`src/rtl/cws_pkg.sv`:
```
package cws_pkg;
  typedef enum logic [1:0] {
    K_ALU  = 2'd0,
    K_CTRL = 2'd1,
    K_MEM  = 2'd2,
    K_END  = 2'd3
  } clause_kind_e;

  typedef enum logic [2:0] {
    ST_IDLE,
    ST_ARM,
    ST_RUN,
    ST_PEN,
    ST_DONE
  } seq_state_e;
endpackage

```
`src/rtl/wf_slot_timer.sv`:
```
module wf_slot_timer #(
  parameter int PH_W = 3
) (
  input  logic            clk,
  input  logic            rst_n,
  output logic [PH_W-1:0] phase
);
  always_ff @(posedge clk or negedge rst_n) begin
    if (!rst_n) phase <= '0;
    else        phase <= phase + 1'b1;
  end
endmodule

```
`src/rtl/wf_thread_seq.sv`:
```
module wf_thread_seq
  import cws_pkg::*;
#(
  parameter int ID      = 0,
  parameter int ADDR_W  = 8,
  parameter int LEN_W   = 4,
  parameter int LG      = 2,
  parameter int PENALTY = 40
) (
  input  logic              clk,
  input  logic              rst_n,
  input  logic [LG:0]       phase,
  input  logic              d_valid,
  output logic              d_ready,
  input  clause_kind_e      d_kind,
  input  logic [ADDR_W-1:0] d_addr,
  input  logic [LEN_W-1:0]  d_len,
  output logic              beat_v,
  output logic [ADDR_W-1:0] beat_addr,
  output clause_kind_e      beat_kind,
  output logic [LG-1:0]     beat_lane,
  output logic              done
);
  localparam int   PC_W     = $clog2(PENALTY + 1);
  localparam logic SLOT_BIT = (ID != 0);

  seq_state_e        state;
  logic [ADDR_W-1:0] pc;
  logic [LEN_W-1:0]  rem;
  logic [PC_W-1:0]   pcnt;
  clause_kind_e      kind;

  logic          own_slot, pre_slot, slot_last;
  logic [LG-1:0] lane;

  assign lane      = phase[LG-1:0];
  assign own_slot  = (phase[LG] == SLOT_BIT);
  assign pre_slot  = !own_slot && (&lane);
  assign slot_last = own_slot && (&lane);

  always_ff @(posedge clk or negedge rst_n) begin
    if (!rst_n) begin
      state <= ST_IDLE;
      pc    <= '0;
      rem   <= '0;
      pcnt  <= '0;
      kind  <= K_ALU;
    end else begin
      case (state)
        ST_IDLE: if (d_valid) begin
          if (d_kind == K_END) begin
            state <= ST_DONE;
          end else begin
            kind <= d_kind;
            pc   <= d_addr;
            rem  <= d_len;
            if (d_len == '0) begin
              state <= ST_PEN;
              pcnt  <= PC_W'(PENALTY - 1);
            end else begin
              state <= ST_ARM;
            end
          end
        end
        ST_ARM: if (pre_slot) state <= ST_RUN;
        ST_RUN: if (slot_last) begin
          pc  <= pc + 1'b1;
          rem <= rem - 1'b1;
          if (rem == LEN_W'(1)) begin
            state <= ST_PEN;
            pcnt  <= PC_W'(PENALTY - 1);
          end
        end
        ST_PEN: begin
          if (pcnt == '0) state <= ST_IDLE;
          else            pcnt  <= pcnt - 1'b1;
        end
        default: state <= ST_DONE;
      endcase
    end
  end

  assign d_ready   = (state == ST_IDLE);
  assign done      = (state == ST_DONE);
  assign beat_v    = (state == ST_RUN) && own_slot;
  assign beat_addr = pc;
  assign beat_kind = kind;
  assign beat_lane = lane;

  // beats stay inside this wavefront's half of the frame
  p_beat_in_slot_r2: assert property (@(posedge clk) disable iff (!rst_n)
    beat_v |-> (phase[LG] == SLOT_BIT));

  // an instruction always starts on lane group 0
  p_start_lane0_r3: assert property (@(posedge clk) disable iff (!rst_n)
    $rose(beat_v) |-> (beat_lane == '0));

  // the address is steady across the beats of one instruction
  p_addr_steady_r4: assert property (@(posedge clk) disable iff (!rst_n)
    (beat_v && $past(beat_v)) |-> $stable(beat_addr));

  // after the last lane group the slot passes to the other wavefront
  p_slot_handoff_r4: assert property (@(posedge clk) disable iff (!rst_n)
    (beat_v && (&beat_lane)) |=> !beat_v);

  // a retired wavefront stays retired and silent
  p_done_sticky_r9: assert property (@(posedge clk) disable iff (!rst_n)
    done |=> (done && !beat_v && !d_ready));
endmodule

```
`src/rtl/wf_issue_mux.sv`:
```
module wf_issue_mux #(
  parameter int NW     = 2,
  parameter int ADDR_W = 8,
  parameter int LG     = 2
) (
  input  logic [NW-1:0]             src_v,
  input  logic [NW-1:0][ADDR_W-1:0] src_addr,
  input  logic [NW-1:0][1:0]        src_kind,
  input  logic [NW-1:0][LG-1:0]     src_lane,
  output logic                      iss_valid,
  output logic [$clog2(NW)-1:0]     iss_wave,
  output logic [ADDR_W-1:0]         iss_addr,
  output logic [1:0]                iss_kind,
  output logic [LG-1:0]             iss_lgrp,
  output logic [(1<<LG)-1:0]        iss_grp_en
);
  always_comb begin
    iss_valid = |src_v;
    iss_wave  = '0;
    iss_addr  = '0;
    iss_kind  = '0;
    iss_lgrp  = '0;
    for (int i = 0; i < NW; i++) begin
      if (src_v[i]) begin
        iss_wave = iss_wave | $clog2(NW)'(i);
        iss_addr = iss_addr | src_addr[i];
        iss_kind = iss_kind | src_kind[i];
        iss_lgrp = iss_lgrp | src_lane[i];
      end
    end
  end

  genvar g;
  generate
    for (g = 0; g < (1 << LG); g++) begin : g_en
      assign iss_grp_en[g] = iss_valid && (iss_lgrp == LG'(g));
    end
  endgenerate
endmodule

```
`src/rtl/clause_wave_sequencer.sv`:
```
module clause_wave_sequencer
  import cws_pkg::*;
#(
  parameter int VEC_LEN        = 64,
  parameter int ALU_LANES      = 16,
  parameter int ADDR_W         = 8,
  parameter int LEN_W          = 4,
  parameter int SWITCH_PENALTY = 40,
  localparam int BEATS         = VEC_LEN / ALU_LANES,
  localparam int LG            = $clog2(BEATS)
) (
  input  logic                  clk,
  input  logic                  rst_n,
  input  logic [1:0]            cl_valid,
  output logic [1:0]            cl_ready,
  input  logic [1:0][1:0]       cl_kind,
  input  logic [1:0][ADDR_W-1:0] cl_addr,
  input  logic [1:0][LEN_W-1:0] cl_len,
  output logic                  iss_valid,
  output logic                  iss_wave,
  output logic [ADDR_W-1:0]     iss_addr,
  output logic [1:0]            iss_kind,
  output logic [LG-1:0]         iss_lgrp,
  output logic [BEATS-1:0]      iss_grp_en,
  output logic [1:0]            wave_done
);
  localparam int NW = 2;

  logic [LG:0]                 phase;
  logic [NW-1:0]               sv;
  logic [NW-1:0][ADDR_W-1:0]   sa;
  logic [NW-1:0][1:0]          sk;
  logic [NW-1:0][LG-1:0]       sl;

  wf_slot_timer #(.PH_W(LG + 1)) u_timer (
    .clk(clk), .rst_n(rst_n), .phase(phase)
  );

  genvar w;
  generate
    for (w = 0; w < NW; w++) begin : g_seq
      clause_kind_e bk;
      wf_thread_seq #(
        .ID(w), .ADDR_W(ADDR_W), .LEN_W(LEN_W), .LG(LG), .PENALTY(SWITCH_PENALTY)
      ) u_seq (
        .clk(clk), .rst_n(rst_n), .phase(phase),
        .d_valid(cl_valid[w]), .d_ready(cl_ready[w]),
        .d_kind(clause_kind_e'(cl_kind[w])), .d_addr(cl_addr[w]), .d_len(cl_len[w]),
        .beat_v(sv[w]), .beat_addr(sa[w]), .beat_kind(bk), .beat_lane(sl[w]),
        .done(wave_done[w])
      );
      assign sk[w] = bk;
    end
  endgenerate

  wf_issue_mux #(.NW(NW), .ADDR_W(ADDR_W), .LG(LG)) u_mux (
    .src_v(sv), .src_addr(sa), .src_kind(sk), .src_lane(sl),
    .iss_valid(iss_valid), .iss_wave(iss_wave), .iss_addr(iss_addr),
    .iss_kind(iss_kind), .iss_lgrp(iss_lgrp), .iss_grp_en(iss_grp_en)
  );

  // the two sequencers never drive a beat in the same cycle
  p_one_source_r2: assert property (@(posedge clk) disable iff (!rst_n)
    $onehot0(sv));

  // lane groups advance by one on consecutive beats of an instruction
  p_lane_step_r3: assert property (@(posedge clk) disable iff (!rst_n)
    (iss_valid && (iss_lgrp != LG'(BEATS - 1))) |=>
      (iss_valid && (iss_lgrp == LG'($past(iss_lgrp) + 1'b1))));

  // the enable vector is one-hot on every beat
  p_grp_onehot_r3: assert property (@(posedge clk) disable iff (!rst_n)
    iss_valid |-> ($countones(iss_grp_en) == 1));
endmodule

```
`config.mk`:
```
export PLATFORM = sky130hd
export DESIGN_NAME = clause_wave_sequencer
export DESIGN_NICKNAME = d
export VERILOG_FILES = /design/src/rtl/cws_pkg.sv /design/src/rtl/wf_slot_timer.sv /design/src/rtl/wf_thread_seq.sv /design/src/rtl/wf_issue_mux.sv /design/src/rtl/clause_wave_sequencer.sv
export SDC_FILE = /design/constraint.sdc
export NUM_CORES = 1
export LEC_CHECK = 0
export BUFFER_PORTS_ARGS = -buffer_cell sky130_fd_sc_hd__buf_2
export CORE_ASPECT_RATIO = 1.5
export CORE_UTILIZATION = 30
export DETAILED_ROUTE_END_ITERATION = 8
export GPL_ROUTABILITY_DRIVEN = 1
export GPL_TIMING_DRIVEN = 0
export PLACE_DENSITY = 0.56
export SYNTH_ARGS = -nofsm -noshare
export SYNTH_HDL_FRONTEND = slang
export SYNTH_SLANG_ARGS = --single-unit
```
`constraint.sdc`:
```
create_clock -name clk -period 5.8 [get_ports clk]
set_input_delay 0.58 -clock clk [delete_from_list [all_inputs] [get_ports clk]]
set_output_delay 0.58 -clock clk [all_outputs]
set_load 0.05 [all_outputs]
```
# Yosys cells after proc, flatten, opt, wreduce, memory -nomap -nowiden
# Cells that the tools add are included.
[totals]
register_bits = 49
latchBits = 0
ramBits = 0
mem_bits_ro = 0
memories = 0
[op_classes]
addsub = 7
mul = 0
n_div = 0
n_lt_le_gt_ge = 0
eq_ne = 31
shift = 0
mux = 53
bitwise = 6
reduce_logical = 31
[op_table]
columns = ["operator", "n"]
rows = [
  ["two-way mux 6 bit", 12],
  ["two-way mux 8 bit", 8],
  ["two-way mux 3 bit", 12],
  ["case mux 6 bit (3 select lines)", 2],
  ["case mux 8 bit (2 select lines)", 2],
  ["two-way mux 4 bit", 6],
  ["case mux 3 bit (4 select lines)", 2],
  ["!= test 2 bit, second input constant", 9],
  ["adder 8 x 1 -> 8 bit, second input constant", 2],
  ["case mux 4 bit (2 select lines)", 2],
  ["!= test 2 x 1 -> 1 bit, second input constant", 7],
  ["AND reduction 7 bit", 2],
  ["== test 3 x 2 -> 1 bit, second input constant", 4],
  ["zero test 6 bit", 2],
  ["two-way mux 2 bit", 6],
  ["subtractor 6 x 1 -> 6 bit, second input constant", 2],
  ["AND reduction 5 bit", 2],
  ["logical AND 1 bit", 9],
  ["== test 2 bit, second input constant", 4],
  ["== test 4 x 1 -> 1 bit, second input constant", 2],
  ["zero test 4 bit", 2],
  ["bitwise OR 8 bit", 1],
  ["AND reduction 4 bit", 2],
  ["subtractor 4 x 1 -> 4 bit, second input constant", 2],
  ["other kinds (15)", 24],
]

# Logic depth before layout (Yosys ltp)
[logic_depth]
word_depth = 7
mapped_depth = 7
ltp_nobuf = 6

# Modules after synthesis
# From an unflattened synthesis, not the netlist that was laid out.
[hier_totals]
hier_cells = 364
hier_area_um2 = 3291.9
[modules_own_cells]
columns = ["module", "n_inst", "cells_per_inst", "area_per_inst_um2", "seq_area_each_um2"]
rows = [
  ["wf_thread_seq at g_seq[1].u_seq", 1, 168, 1508.9, 575.6],
  ["wf_thread_seq at g_seq[0].u_seq", 1, 159, 1466.4, 575.6],
  ["wf_issue_mux", 1, 31, 216.5, 0.0],
  ["wf_slot_timer", 1, 6, 100.1, 75.1],
]

# Worst setup path before layout
# No wires, ideal clock.
[synth_timing]
path_type = "reg2out"
start = "register g_seq[0].u_seq.state[2]"
end = "output iss_grp_en[0]"
arrival_ns = 2.212
slack_ns = 3.008
stages_incl_launch_ff = 6
n_path_buf = 1
path_cell_list = "dfrtp_1 > or3b_1 > buf_2 > nor2_1 > nor2_1 > nor3_1"
[synth_via]
elab_chain_cells = 7
[synth_lines]
columns = ["item", "line", "rtl"]
rows = [
  ["start, declared", "wf_thread_seq.sv:27", "seq_state_e state;"],
  ["start signal, assigned", "wf_thread_seq.sv:43", "state <= ST_IDLE;"],
  ["start signal, assigned", "wf_thread_seq.sv:52", "state <= ST_DONE;"],
  ["start signal, assigned", "wf_thread_seq.sv:58", "state <= ST_PEN;"],
  ["== test 3 x 2 -> 1 bit *", "wf_thread_seq.sv:85", "assign beat_v = (state == ST_RUN) && own_slot;"],
  ["logical AND 1 bit *", "wf_thread_seq.sv:85", ""],
  ["two-way mux 2 bit", "wf_issue_mux.sv:24", "if (src_v[i]) begin"],
  ["bitwise OR 2 bit", "wf_issue_mux.sv:28", "iss_lgrp = iss_lgrp | src_lane[i];"],
  ["two-way mux 2 bit", "wf_issue_mux.sv:24", ""],
  ["zero test 2 bit", "wf_issue_mux.sv:36", "assign iss_grp_en[g] = iss_valid && (iss_lgrp == LG'(g));"],
  ["logical AND 1 bit *", "wf_issue_mux.sv:36", ""],
  ["end, declared", "clause_wave_sequencer.sv:24", "output logic [BEATS-1:0] iss_grp_en,"],
]
# Every way passes the cells marked *; elsewhere a longest branch is shown, timed or not.

# Final worst setup path
[layout_timing]
start = "register g_seq[1].u_seq.state[1]"
end = "output iss_addr[6]"
[layout_via]
elab_chain_cells = 3
[layout_lines]
columns = ["item", "line", "rtl"]
rows = [
  ["start, declared", "wf_thread_seq.sv:27", ""],
  ["start signal, assigned", "wf_thread_seq.sv:43", ""],
  ["start signal, assigned", "wf_thread_seq.sv:52", ""],
  ["start signal, assigned", "wf_thread_seq.sv:58", ""],
  ["== test 3 x 2 -> 1 bit", "wf_thread_seq.sv:85", ""],
  ["logical AND 1 bit", "wf_thread_seq.sv:85", ""],
  ["two-way mux 8 bit", "wf_issue_mux.sv:24", ""],
  ["end, declared", "clause_wave_sequencer.sv:21", "output logic [ADDR_W-1:0] iss_addr,"],
]
# No other way between the ends.

==> results.rst <==
.. list-table::
   :header-rows: 1

   * - Metric
     - Value
   * - Met2 track demand over resource
     - 0.266
   * - Maximum number of pins on one net before global-route repair
     - 50
   * - Routed wire length
     - between 7 and 8 mm
   * - Net Count, Synth
     - roughly 400
   * - FF-to-FF End
     - g_seq[0].u_seq.pcnt[1]
   * - Crit path DAT
     - between 2000 and 2500 ps
   * - Die X
     - around 85 um
   * - Final setup TNS
     - 0 ps
   * - CP Launch Point
     - g_seq[1].u_seq.state[1]
   * - Number of top-level pins
     - between 50 and 60
   * - Length of the first detailed-routing pass in iterations
     - 7
   * - Post-detailed-route count of antenna-violating nets
     - 0
   * - Reg-to-reg setup timing slack
     - between 3000 and 4000 ps
   * - Sequential-to-total area share from yosys stat
     - 0.397
   * - Parity-gate share of the synthesized area counting xor and xnor cells
     - 0
   * - Main combinational cell family by area after synthesis
     - compound AO/OA/AOI/OAI gates
   * - Setup repair after global routing missed its margin
     - no
   * - Post-Place Setup Slack
     - approximately 3400 ps
   * - Number of flops mapped to enable cells by yosys
     - 0
   * - Clock insertion delay at the later pin of the skew report
     - 290 ps
   * - Run status
     - complete, but fails checks
   * - Critical Path End
     - iss_addr[6]
   * - Post-synthesis compound-gate area fraction
     - 0.269
   * - Quantity of I/O buffers inserted on ports
     - between 50 and 60
   * - Transition time at the pin with the least slew margin
     - roughly 1100 ps
   * - Final Hold Vio Count
     - 0
   * - Worst Setup Start Kind
     - flip-flop
   * - Count of hold buffers inserted by post-cts repair
     - 0
   * - Period utilization
     - 0.476
   * - Number of global-route vias before repair
     - between 2k and 3k
   * - Count of H-tree levels built during CTS
     - 2
   * - Post-synthesis instance total
     - about 350
   * - Power density normalized to cell area
     - 180 nW/um2
   * - Number of CTS-inserted buffers
     - 5
   * - Synthesis Warnings
     - 0
   * - Sinks on Clock Net
     - a little under 50
   * - Layout Skew
     - 1.85 ps
   * - Slew headroom
     - 0.261
   * - Post-layout net count
     - between 400 and 500
   * - Tot Pwr
     - between 0.6 and 0.7 mW
   * - Slew Limit Fails
     - 0
   * - Clk buf depth
     - 2
   * - Violated checks
     - design-rule violations
   * - Initial Utilization
     - 0.306
   * - Number of storage elements in the synthesis netlist
     - 49
   * - Number of instances resized during post-cts repair
     - 0
   * - Mapped Avg Cell Area
     - a little under 9 um2
   * - Antenna Cells
     - 0
   * - First-pass GRT wire length
     - around 13 mm
   * - Syn Std Cell Area
     - approximately 3100 um2
   * - Count of routing violations after the opening detailed-route iteration
     - about 130
   * - Final setup vio count
     - 0
   * - Post-synthesis mux area share
     - 0.0142
   * - Depth of the worst register-to-register path
     - 6
   * - Worst hold-check path type
     - in -> async
   * - Crit path kind
     - reg -> out
   * - Count of maximum capacitance violations
     - 0
   * - Time the worst path needs with I/O delays and setup
     - around 2800 ps
   * - RR Startpoint
     - u_timer.phase[1]
   * - Count of distinct cell types in the synthesized netlist
     - ~50
   * - DIE AREA
     - around 11000 um2
   * - DP HPWL
     - roughly 5.7 mm
   * - Max Freq
     - between 0.3 and 0.4 GHz
   * - Vertical extent of the die
     - approximately 130 um
   * - Worst-path maximum fanout
     - 10
   * - Largest vdd supply drop
     - between 90 and 100 uV
   * - Overall via count from detail_route
     - 2853
   * - Cell at the root of the clock tree
     - sky130_fd_sc_hd__clkbuf_16
   * - Core outline area
     - slightly above 10000 um2
   * - Leakage power figure
     - 1.76 nW
   * - Global Route met3 Usage
     - 0.0210
   * - Endpoint type of the worst setup path
     - primary output
   * - Row count
     - 45
   * - Average routed wire per standard cell
     - 14.3 um
   * - Flip-flop cell with the highest count after synthesis
     - sky130_fd_sc_hd__dfrtp_1
   * - Simple-gate portion of the synthesized area
     - 0.213
   * - Clock-pin slew reported for the worst setup and hold paths after clock tree synthesis
     - roughly 60 ps
   * - Proportion of layout cells with a drive suffix above 1
     - 0.179
   * - Most crowded layer after global routing
     - met2
   * - Layout filler cell count
     - between 1k and 1.5k
   * - Post-synth ARST share
     - 1.00
   * - Number of antenna violations at the first check in global routing
     - 0
   * - Post-Synth Adder-Cell Area
     - 0.0527
   * - Required time of the worst setup path
     - roughly 5200 ps
   * - Number of vias per cell after detailed routing
     - 5.37
   * - Post-DP Area
     - roughly 3500 um2
   * - Final standard cell area without fillers
     - 3630 um2
   * - Final weighted congestion of routability-driven global placement
     - 0.856
   * - Congestion Overflow GR
     - 0
   * - Setup fix buffers added after clock tree synthesis
     - 0
   * - Count of unresolved DRC violations after routing
     - 3
   * - Area Growth Syn to Fin
     - 17.8%
   * - Global-route usage over all layers
     - 0.149
   * - Met1 track demand over resource in global routing
     - 0.183
   * - Clock tree from TritonCTS
     - done
   * - Worst setup margin
     - 3040 ps
## per-stage QoR
| step | utilization | hold slack [ps] | cells |
|---|---|---|---|
| after floorplan | - | 284 | 353 |
| after global placement | 0.347 | 474 | 523 |
| after detailed placement | 0.347 | 489 | 523 |
| after CTS | 0.361 | 508 | 531 |
| after global routing | 0.361 | 532 | 531 |
| final | 0.361 | 494 | 531 |
## cell usage after synthesis (all sizes together), types with 4 or more instances
library cell  number  area share
nor3              12       0.019
dfrtp             49        0.40
a2bb2oi            8       0.023
o21ai             37       0.060
a21oi             20       0.032
a22o              11       0.031
clkbuf            12       0.015
and2               4      0.0081
a31oi              5       0.010
o211ai             6       0.015
nor3b             10       0.024
and3               5       0.010
nand3b             4      0.0097
o22ai              4      0.0081
inv               18       0.022
o22a               5       0.014
nor2b              4      0.0081
ha                13       0.053
nand2b             4      0.0081
nor2              31       0.038
nand2             30       0.036
nand3             13       0.021
buf                9       0.018
## kinds of logic after synthesis
logic type	after synthesis
buffers and inverters	39
AOI/OAI and AO/OA	120
DFF	49
muxes	4
adders and majority gates	13
and+or+nand+nor	128
## where the power goes
group	internal, mW	switching, mW	leakage (nW)
sequential	0.342	0	0.609
combinational	0.0109	0.0168	1.09
clock	0.161	0.126	0.0652
total	0.513	0.143	1.76
## layout by cell type (no fill, tap or decap), types with 6 or more instances in the layout
cell,netlist,final
sky130_fd_sc_hd__o21ai_0,37,37
sky130_fd_sc_hd__nor3_1,12,12
sky130_fd_sc_hd__inv_1,18,18
sky130_fd_sc_hd__buf_2,5,58
sky130_fd_sc_hd__a21oi_1,20,20
sky130_fd_sc_hd__nand2_1,30,30
sky130_fd_sc_hd__nor2_1,31,31
sky130_fd_sc_hd__dfrtp_1,49,49
sky130_fd_sc_hd__clkbuf_1,12,15
sky130_fd_sc_hd__nand3_1,13,13
sky130_fd_sc_hd__ha_1,13,13
sky130_fd_sc_hd__a22o_1,11,11
sky130_fd_sc_hd__nor3b_1,10,10
sky130_fd_sc_hd__o211ai_1,6,6
sky130_fd_sc_hd__a2bb2oi_1,8,8
## how the worst min path moves through the flow
stage,start,end,slack (ps)
4_1_cts,g_seq[1].u_seq.beat_kind[1],g_seq[1].u_seq.beat_kind[1],510
5_1_grt,g_seq[1].u_seq.rem[3],g_seq[1].u_seq.rem[3],530
2_1_floorplan,rst_n,g_seq[0].u_seq.beat_addr[0],280
3_3_place_gp,g_seq[1].u_seq.rem[3],g_seq[1].u_seq.rem[3],470
6_report,rst_n,g_seq[1].u_seq.beat_addr[1],490
3_5_place_dp,g_seq[1].u_seq.beat_kind[1],g_seq[1].u_seq.beat_kind[1],490
## critical path, stage by stage, from the launching register on
cell	delay, ps
sky130_fd_sc_hd__dfrtp_1	450
sky130_fd_sc_hd__or3b_1	360
sky130_fd_sc_hd__buf_2	200
sky130_fd_sc_hd__nor2_1	170
sky130_fd_sc_hd__buf_2	250
sky130_fd_sc_hd__a22o_1	200
sky130_fd_sc_hd__buf_2	270
## sequential cells by signal, summed over array words and instances (netlist names)
signal	cells
g_seq.u_seq.state	6
g_seq.u_seq.rem	8
g_seq.u_seq.pcnt	12
u_timer.phase	3
g_seq.u_seq.beat_kind	4
g_seq.u_seq.beat_addr	16
## metal layers
layer  part of all wire  wire, um  up-vias
li1                   -         -     1418
met1               0.45      3390     1362
met2               0.51      3880       62
met3              0.030       226       11
met4              0.015       112        0
met5                  0         0        -
## area by class of cell
type,instances,area [um2],share of cell area
Buffer,21,100,0.0275
Clock buffer,8,136,0.0375
Timing Repair Buffer,53,265,0.0730
Sequential cell,49,1230,0.337
Tap cell,117,146,0.0403
Multi-Input combinational cell,265,1690,0.466
Inverter,18,67.6,0.0186
(Power assumes the default switching activity.)
